### src/rtl/gl_ctrl_pkg.sv
package gl_ctrl_pkg;

    typedef enum logic [1:0] {
        MODE_GEN  = 2'b00,
        MODE_FRZ  = 2'b01,
        MODE_FREE = 2'b10
    } gl_mode_e;

    // status word layout (bits 3/4 fixed by consumers of the word)
    localparam int ST_W      = 8;
    localparam int ST_GEN    = 0;
    localparam int ST_HOLD   = 1;
    localparam int ST_AUD    = 2;
    localparam int ST_VLK    = 3;
    localparam int ST_FLK    = 4;

    typedef struct packed {
        logic adv;   // one-line advance request
        logic sup;   // suppress vertical/field lock flags
    } ofs_flags_t;

    // frames required to leave freeze; zero behaves as one
    function automatic logic [15:0] reacq_target(input logic [15:0] prog);
        return (prog == '0) ? 16'd1 : prog;
    endfunction

endpackage

### src/rtl/gl_mode_fsm.sv
module gl_mode_fsm
    import gl_ctrl_pkg::*;
#(
    parameter int FCNT_W = 8
) (
    input  logic              clk,
    input  logic              rst,
    input  logic              free_pin,
    input  logic              ref_ok,
    input  logic              frame_tick,
    input  logic [FCNT_W-1:0] reacq_frames,
    output gl_mode_e          mode_q
);
    localparam int CW = FCNT_W + 1;

    gl_mode_e          mode_d;
    logic [CW-1:0]     cnt_q, cnt_d;
    logic [CW-1:0]     cnt_inc;
    logic [CW-1:0]     target;
    logic [15:0]       tgt16;

    assign tgt16   = reacq_target(16'(reacq_frames));
    assign target  = CW'(tgt16);
    assign cnt_inc = cnt_q + CW'(1);

    always_comb begin
        mode_d = mode_q;
        cnt_d  = cnt_q;
        if (free_pin) begin
            mode_d = MODE_FREE;
            cnt_d  = '0;
        end else begin
            unique case (mode_q)
                MODE_FREE: begin
                    mode_d = MODE_GEN;
                    cnt_d  = '0;
                end
                MODE_GEN: begin
                    cnt_d = '0;
                    if (!ref_ok) mode_d = MODE_FRZ;
                end
                MODE_FRZ: begin
                    if (!ref_ok) begin
                        cnt_d = '0;
                    end else if (frame_tick) begin
                        if (cnt_inc >= target) begin
                            mode_d = MODE_GEN;
                            cnt_d  = '0;
                        end else begin
                            cnt_d = cnt_inc;
                        end
                    end
                end
                default: begin
                    mode_d = MODE_FREE;
                    cnt_d  = '0;
                end
            endcase
        end
    end

    always_ff @(posedge clk) begin
        if (rst) begin
            mode_q <= MODE_FREE;
            cnt_q  <= '0;
        end else begin
            mode_q <= mode_d;
            cnt_q  <= cnt_d;
        end
    end

endmodule

### src/rtl/gl_offset_cmp.sv
module gl_offset_cmp
    import gl_ctrl_pkg::*;
#(
    parameter int OFS_W      = 13,
    parameter int ADV_MARGIN = 20
) (
    input  logic             clk,
    input  logic             rst,
    input  logic             blank_ref,
    input  logic             mask_en,
    input  logic [OFS_W-1:0] h_offset,
    input  logic [OFS_W-1:0] s2e,
    output ofs_flags_t       flags_q,
    output logic [OFS_W-1:0] s2e_q
);
    localparam int SUM_W = OFS_W + 1;

    logic [SUM_W-1:0] thr_adv;
    logic [SUM_W-1:0] thr_hit;
    logic [SUM_W-1:0] ofs_w;
    ofs_flags_t       flags_d;

    assign ofs_w   = {1'b0, h_offset};
    assign thr_adv = {1'b0, s2e} + SUM_W'(ADV_MARGIN);
    assign thr_hit = thr_adv + SUM_W'(1);

    always_comb begin
        flags_d.adv = blank_ref && (ofs_w > thr_adv);
        flags_d.sup = blank_ref && (ofs_w == thr_hit) && !mask_en;
    end

    always_ff @(posedge clk) begin
        if (rst) begin
            flags_q <= '0;
            s2e_q   <= '0;
        end else begin
            flags_q <= flags_d;
            s2e_q   <= s2e;
        end
    end

endmodule

### src/rtl/gl_status_pack.sv
module gl_status_pack
    import gl_ctrl_pkg::*;
(
    input  gl_mode_e        mode,
    input  logic            sup,
    input  logic            raw_genlock,
    input  logic            raw_vlock,
    input  logic            raw_flock,
    input  logic            raw_audio_lock,
    output logic [ST_W-1:0] status
);
    logic in_gen;
    assign in_gen = (mode == MODE_GEN);

    always_comb begin
        status          = '0;
        status[ST_GEN]  = raw_genlock && in_gen;
        status[ST_HOLD] = (mode == MODE_FRZ);
        status[ST_AUD]  = raw_audio_lock;
        status[ST_VLK]  = raw_vlock && in_gen && !sup;
        status[ST_FLK]  = raw_flock && in_gen && !sup;
    end

endmodule

### src/rtl/gl_mode_ctrl.sv
module gl_mode_ctrl
    import gl_ctrl_pkg::*;
#(
    parameter int OFS_W      = 13,
    parameter int FCNT_W     = 8,
    parameter int ADV_MARGIN = 20
) (
    input  logic              clk,
    input  logic              rst,
    input  logic              free_run_pin,
    input  logic              ref_present,
    input  logic              frame_tick,
    input  logic [FCNT_W-1:0] reacq_frames,
    input  logic              blank_ref,
    input  logic [OFS_W-1:0]  h_offset,
    input  logic [OFS_W-1:0]  sync_to_eav,
    input  logic              lock_mask_en,
    input  logic              raw_genlock,
    input  logic              raw_vlock,
    input  logic              raw_flock,
    input  logic              raw_audio_lock,
    output logic [1:0]        mode,
    output logic              line_advance,
    output logic [ST_W-1:0]   lock_status,
    output logic [OFS_W-1:0]  s2e_status
);
    gl_mode_e   mode_q;
    ofs_flags_t flags;

    gl_mode_fsm #(.FCNT_W(FCNT_W)) u_fsm (
        .clk          (clk),
        .rst          (rst),
        .free_pin     (free_run_pin),
        .ref_ok       (ref_present),
        .frame_tick   (frame_tick),
        .reacq_frames (reacq_frames),
        .mode_q       (mode_q)
    );

    gl_offset_cmp #(.OFS_W(OFS_W), .ADV_MARGIN(ADV_MARGIN)) u_cmp (
        .clk       (clk),
        .rst       (rst),
        .blank_ref (blank_ref),
        .mask_en   (lock_mask_en),
        .h_offset  (h_offset),
        .s2e       (sync_to_eav),
        .flags_q   (flags),
        .s2e_q     (s2e_status)
    );

    gl_status_pack u_pack (
        .mode           (mode_q),
        .sup            (flags.sup),
        .raw_genlock    (raw_genlock),
        .raw_vlock      (raw_vlock),
        .raw_flock      (raw_flock),
        .raw_audio_lock (raw_audio_lock),
        .status         (lock_status)
    );

    assign mode         = mode_q;
    assign line_advance = flags.adv;

endmodule

### config.mk
export PLATFORM = sky130hd
export DESIGN_NAME = gl_mode_ctrl
export DESIGN_NICKNAME = d
export VERILOG_FILES = /design/src/rtl/gl_ctrl_pkg.sv /design/src/rtl/gl_mode_fsm.sv /design/src/rtl/gl_offset_cmp.sv /design/src/rtl/gl_status_pack.sv /design/src/rtl/gl_mode_ctrl.sv
export SDC_FILE = /design/constraint.sdc
export NUM_CORES = 1
export LEC_CHECK = 0
export BUFFER_PORTS_ARGS = -buffer_cell sky130_fd_sc_hd__buf_2
export CORE_ASPECT_RATIO = 1.4
export CORE_MARGIN = 5
export CORE_UTILIZATION = 55
export DETAILED_ROUTE_END_ITERATION = 16
export GPL_TIMING_DRIVEN = 0
export PLACE_DENSITY = 0.85
export SYNTH_ARGS = -nofsm -noshare
export SYNTH_HDL_FRONTEND = slang
export SYNTH_SLANG_ARGS = --single-unit
### constraint.sdc
create_clock -name clk -period 7.9 [get_ports clk]
set_input_delay 2.37 -clock clk [delete_from_list [all_inputs] [get_ports clk]]
set_output_delay 2.37 -clock clk [all_outputs]
set_load 0.01 [all_outputs]
==> Implementation_results.wiki <==
{| class="wikitable"
! Metric !! Value
|-
| Result of the run || finished, final reports clean
|-
| Post-placement setup slack || 2710 ps
|-
| Critical-path maximum fanout || 1
|-
| Antenna violation net count after detailed routing || 0
|-
| Layout filler cell count || 350
|-
| Final worst hold slack || 484 ps
|-
| Largest cells by area after synthesis || dfxtp_1, ha_1, xnor2_1
|-
| Largest net degree at the start of global routing || 14
|-
| Antenna diode count || 0
|-
| Fraction of synthesis flops using an asynchronous set or reset pin || 0
|-
| Area of the core || 3920 sq um
|-
| Seq. cell area || 520 sq um
|-
| Final Skew || 3.81 ps
|-
| Setup slack after layout || 2710 ps
|-
| Data required, critical path || 5530 ps
|-
| Starting density of the core || 0.567
|-
| Avg Synthesized Cell Area || 8.38 sq um
|-
| Via count normalized by instance count || 5.61
|-
| Highest routed metal layer || met4
|-
| Footprint of the multi-input gates || 1590 sq um
|-
| Postcts setup bufs || 0
|-
| Post-route met1 wirelength || 1.94 mm
|-
| Final worst path period share || 0.656
|-
| Cell area after synthesis || 2220 sq um
|-
| Final-report setup violation count || 0
|-
| Min-delay src || u_fsm.cnt_q[7]
|-
| Total vias in the final route || 2099
|-
| CTS Buf Count || 3
|-
| Type of the worst setup path || in -> out
|-
| Iteration-0 DRC count of the detailed router || 91
|-
| Portion of total power attributed to sequential cells || 0.459
|-
| Global-route wire length before repair || 8.36 mm
|-
| Most repeated library cell on the critical path || buf_2
|-
| Worst reg2reg startpoint || u_fsm.cnt_q[0]
|-
| Post-route DRC || 0
|-
| Fin cells || 374
|-
| TritonCTS clock tree || yes
|-
| Share of the synthesized area in the top cell type || 0.234
|-
| Number of I/O pins || 69
|-
| Buf/Inv on CP || 2
|-
| Die boundary height || 85.2 microns
|-
| Cells after synthesis || 265
|-
| DP HPWL || 4.41 mm
|-
| Count of state elements after synthesis || 26
|-
| Number of port buffers || 61
|-
| Total number of nets in the final design || 403
|-
| Clock-pin slew of the registers on the worst-case setup and hold paths || 80 ps
|-
| Area of the die || 5430 sq um
|-
| Worst skew pair latency || 260 ps
|-
| Proportion of power drawn by the clock network || 0.231
|-
| Routed wire length on met3 || 250 microns
|-
| Root buffer selected by CTS || clkbuf_8
|-
| RSZ-0062 raised after global routing || no
|-
| Worst setup EP type || output port
|-
| Part of the Yosys area used for sequential elements || 0.234
|-
| Critical path's top delay family || buffers and inverters
|-
| Global route overflow || 0
|-
| Hold violation count in the final report || 0
|-
| Critical path cell sequence || buf_2 -> nor3b_1 -> buf_2
|-
| Arrival @ worst endpoint || 2820 ps
|-
| Slew headroom || 0.275
|-
| Proportion of layout cells with a drive suffix above 1 || 0.245
|-
| Proportion of power drawn by combinational gates || 0.309
|-
| Maximum cell stage delay along the critical path || 190 ps
|-
| Final RePlAce weighted congestion || 0.963
|-
| Buffer levels on the longest clock path || 2
|-
| # rows || 27
|-
| PnR Total Power || 298 uW
|-
| Number of placed instances, taps included || 371
|-
| H-tree depth reported by CTS || 1
|-
| Maximum resistive drop on vdd || 0.0917 mV
|-
| Power density over cell area || 113 nW/um^2
|-
| GRT Total Usage || 0.187
|-
| Sum of met2 wire segment lengths after detailed routing || 2.77 mm
|-
| Critical Path Source || raw_genlock
|-
| Number of synthesized flops with an enable pin || 0
|-
| Internal power consumption || 212 uW
|-
| Sw Ratio || 0.289
|-
| Top cell types by occurrence after synthesis || dfxtp_1, ha_1, nand2_1
|-
| Top cell type by total area after synthesis || dfxtp_1
|-
| Total iterations of the first detailed-routing run || 4
|-
| Setup TNS after final layout || 0 ps
|-
| WL/cell || 13.7 microns
|-
| Classification of the worst-slack hold path || reg -> reg
|-
| Clock tree sinks || 26
|-
| Syn-to-layout area delta || 18.4%
|-
| Minimum period implied by the final worst setup slack || 5190 ps
|-
| Warnings from Yosys || 0
|-
| Post-cts sizing count || 0
|-
| Number of antenna violations at the first check in global routing || 0
|-
| Number of hold buffers added after CTS || 0
|-
| Total wire length || 5.12 mm
|-
| Number of global-route vias before repair || 2003
|-
| Maximum achievable frequency || 193 MHz
|-
| Yosys cell types || 56
|-
| Cell with the most instances after synthesis || dfxtp_1
|-
| Most used flip-flop cell after synthesis || dfxtp_1
|-
| Slowest library cell on the worst path || nor3b_1
|-
| Die W || 63.7 microns
|-
| Number of max-cap violations || 0
|-
| Switching power || 86.1 uW
|-
| Count of final max-slew check failures || 0
|-
| Sort of element at the start of the critical path || primary input
|-
| Static leakage || 0.00127 uW
|-
| Slew at the pin with the worst max-slew slack || 1070 ps
|}
[cell usage in the layout (no fill, tap or decap), drive strengths merged, types with 7 or more instances in the layout]
master,n
buf,68
dfxtp,26
ha,25
nand2,23
nor2,18
xnor2,17
inv,16
nor2b,15
xor2,15
o21ai,15
nand3,10
a21oi,9
o211ai,7
[worst reg2reg max path: stages (launching register included)]
cell and delay (ps):
dfxtp_1 430, ha_1 220, nand3_1 130, nor2_1 210, xor2_1 260, ha_1 290
a211o_1 300, a21oi_1 440, o21ai_0 210, o21ai_0 220
[per-layer routing]
metal | vias up | track usage
met2 | 54 | 0.354
met1 | 967 | 0.194
met4 | 0 | 0.0964
met3 | 14 | 0.0238
li1 | 1064 | -
met5 | - | 0
[power by group through the flow]
stage	Clock [uW]	Sequential, uW	Combinational (uW)
after floorplan	0	142	58.6
after global placement	0	140	88.9
after detailed placement	0	140	91.9
after CTS	72.2	137	92.4
after global routing	77.2	137	103
final	68.9	137	92.0
[registers in the layout, indices dropped and copies added (netlist names)]
name           cells
u_cmp.s2e_q       13
u_cmp.flags_q      2
u_fsm.mode_q       2
u_fsm.cnt_q        9
[path summary, 6_finish.rpt]
kind	slack, ps	depth (start not counted)	to
setup / recovery	2710	3	lock_status[0]
hold / removal	480	2	u_fsm.cnt_q[7]
setup reg to reg	5130	9	u_fsm.cnt_q[1]
hold reg to reg	480	2	u_fsm.cnt_q[7]
[per-stage QoR]
stage / utilization / cell area, sq um
floorplan: - / 2230
global placement: 0.660 / 2590
finish: 0.671 / 2630
detailed placement: 0.660 / 2590
global route: 0.671 / 2630
CTS: 0.671 / 2630
[cells by family after synthesis]
| group | Yosys count | share of synthesized area |
|---|---|---|
| buffers and inverters | 25 | 0.0546 |
| adders and majority gates | 25 | 0.141 |
| other | 1 | 0.00169 |
| xor gates and xnor gates | 33 | 0.140 |
| DFF | 26 | 0.234 |
| AOI/OAI and AO/OA | 54 | 0.177 |
| muxes | 2 | 0.00958 |
| and+or+nand+nor | 99 | 0.242 |
[area by class of cell]
class                      instances  area share
multi-input combinational        216       0.604
sequential                        26       0.198
timing repair buffer              61       0.116
buffer                             9      0.0233
inverter                          16      0.0228
tap                               43      0.0205
clock buffer                       3      0.0157
Power figures use the tool's default switching activity.
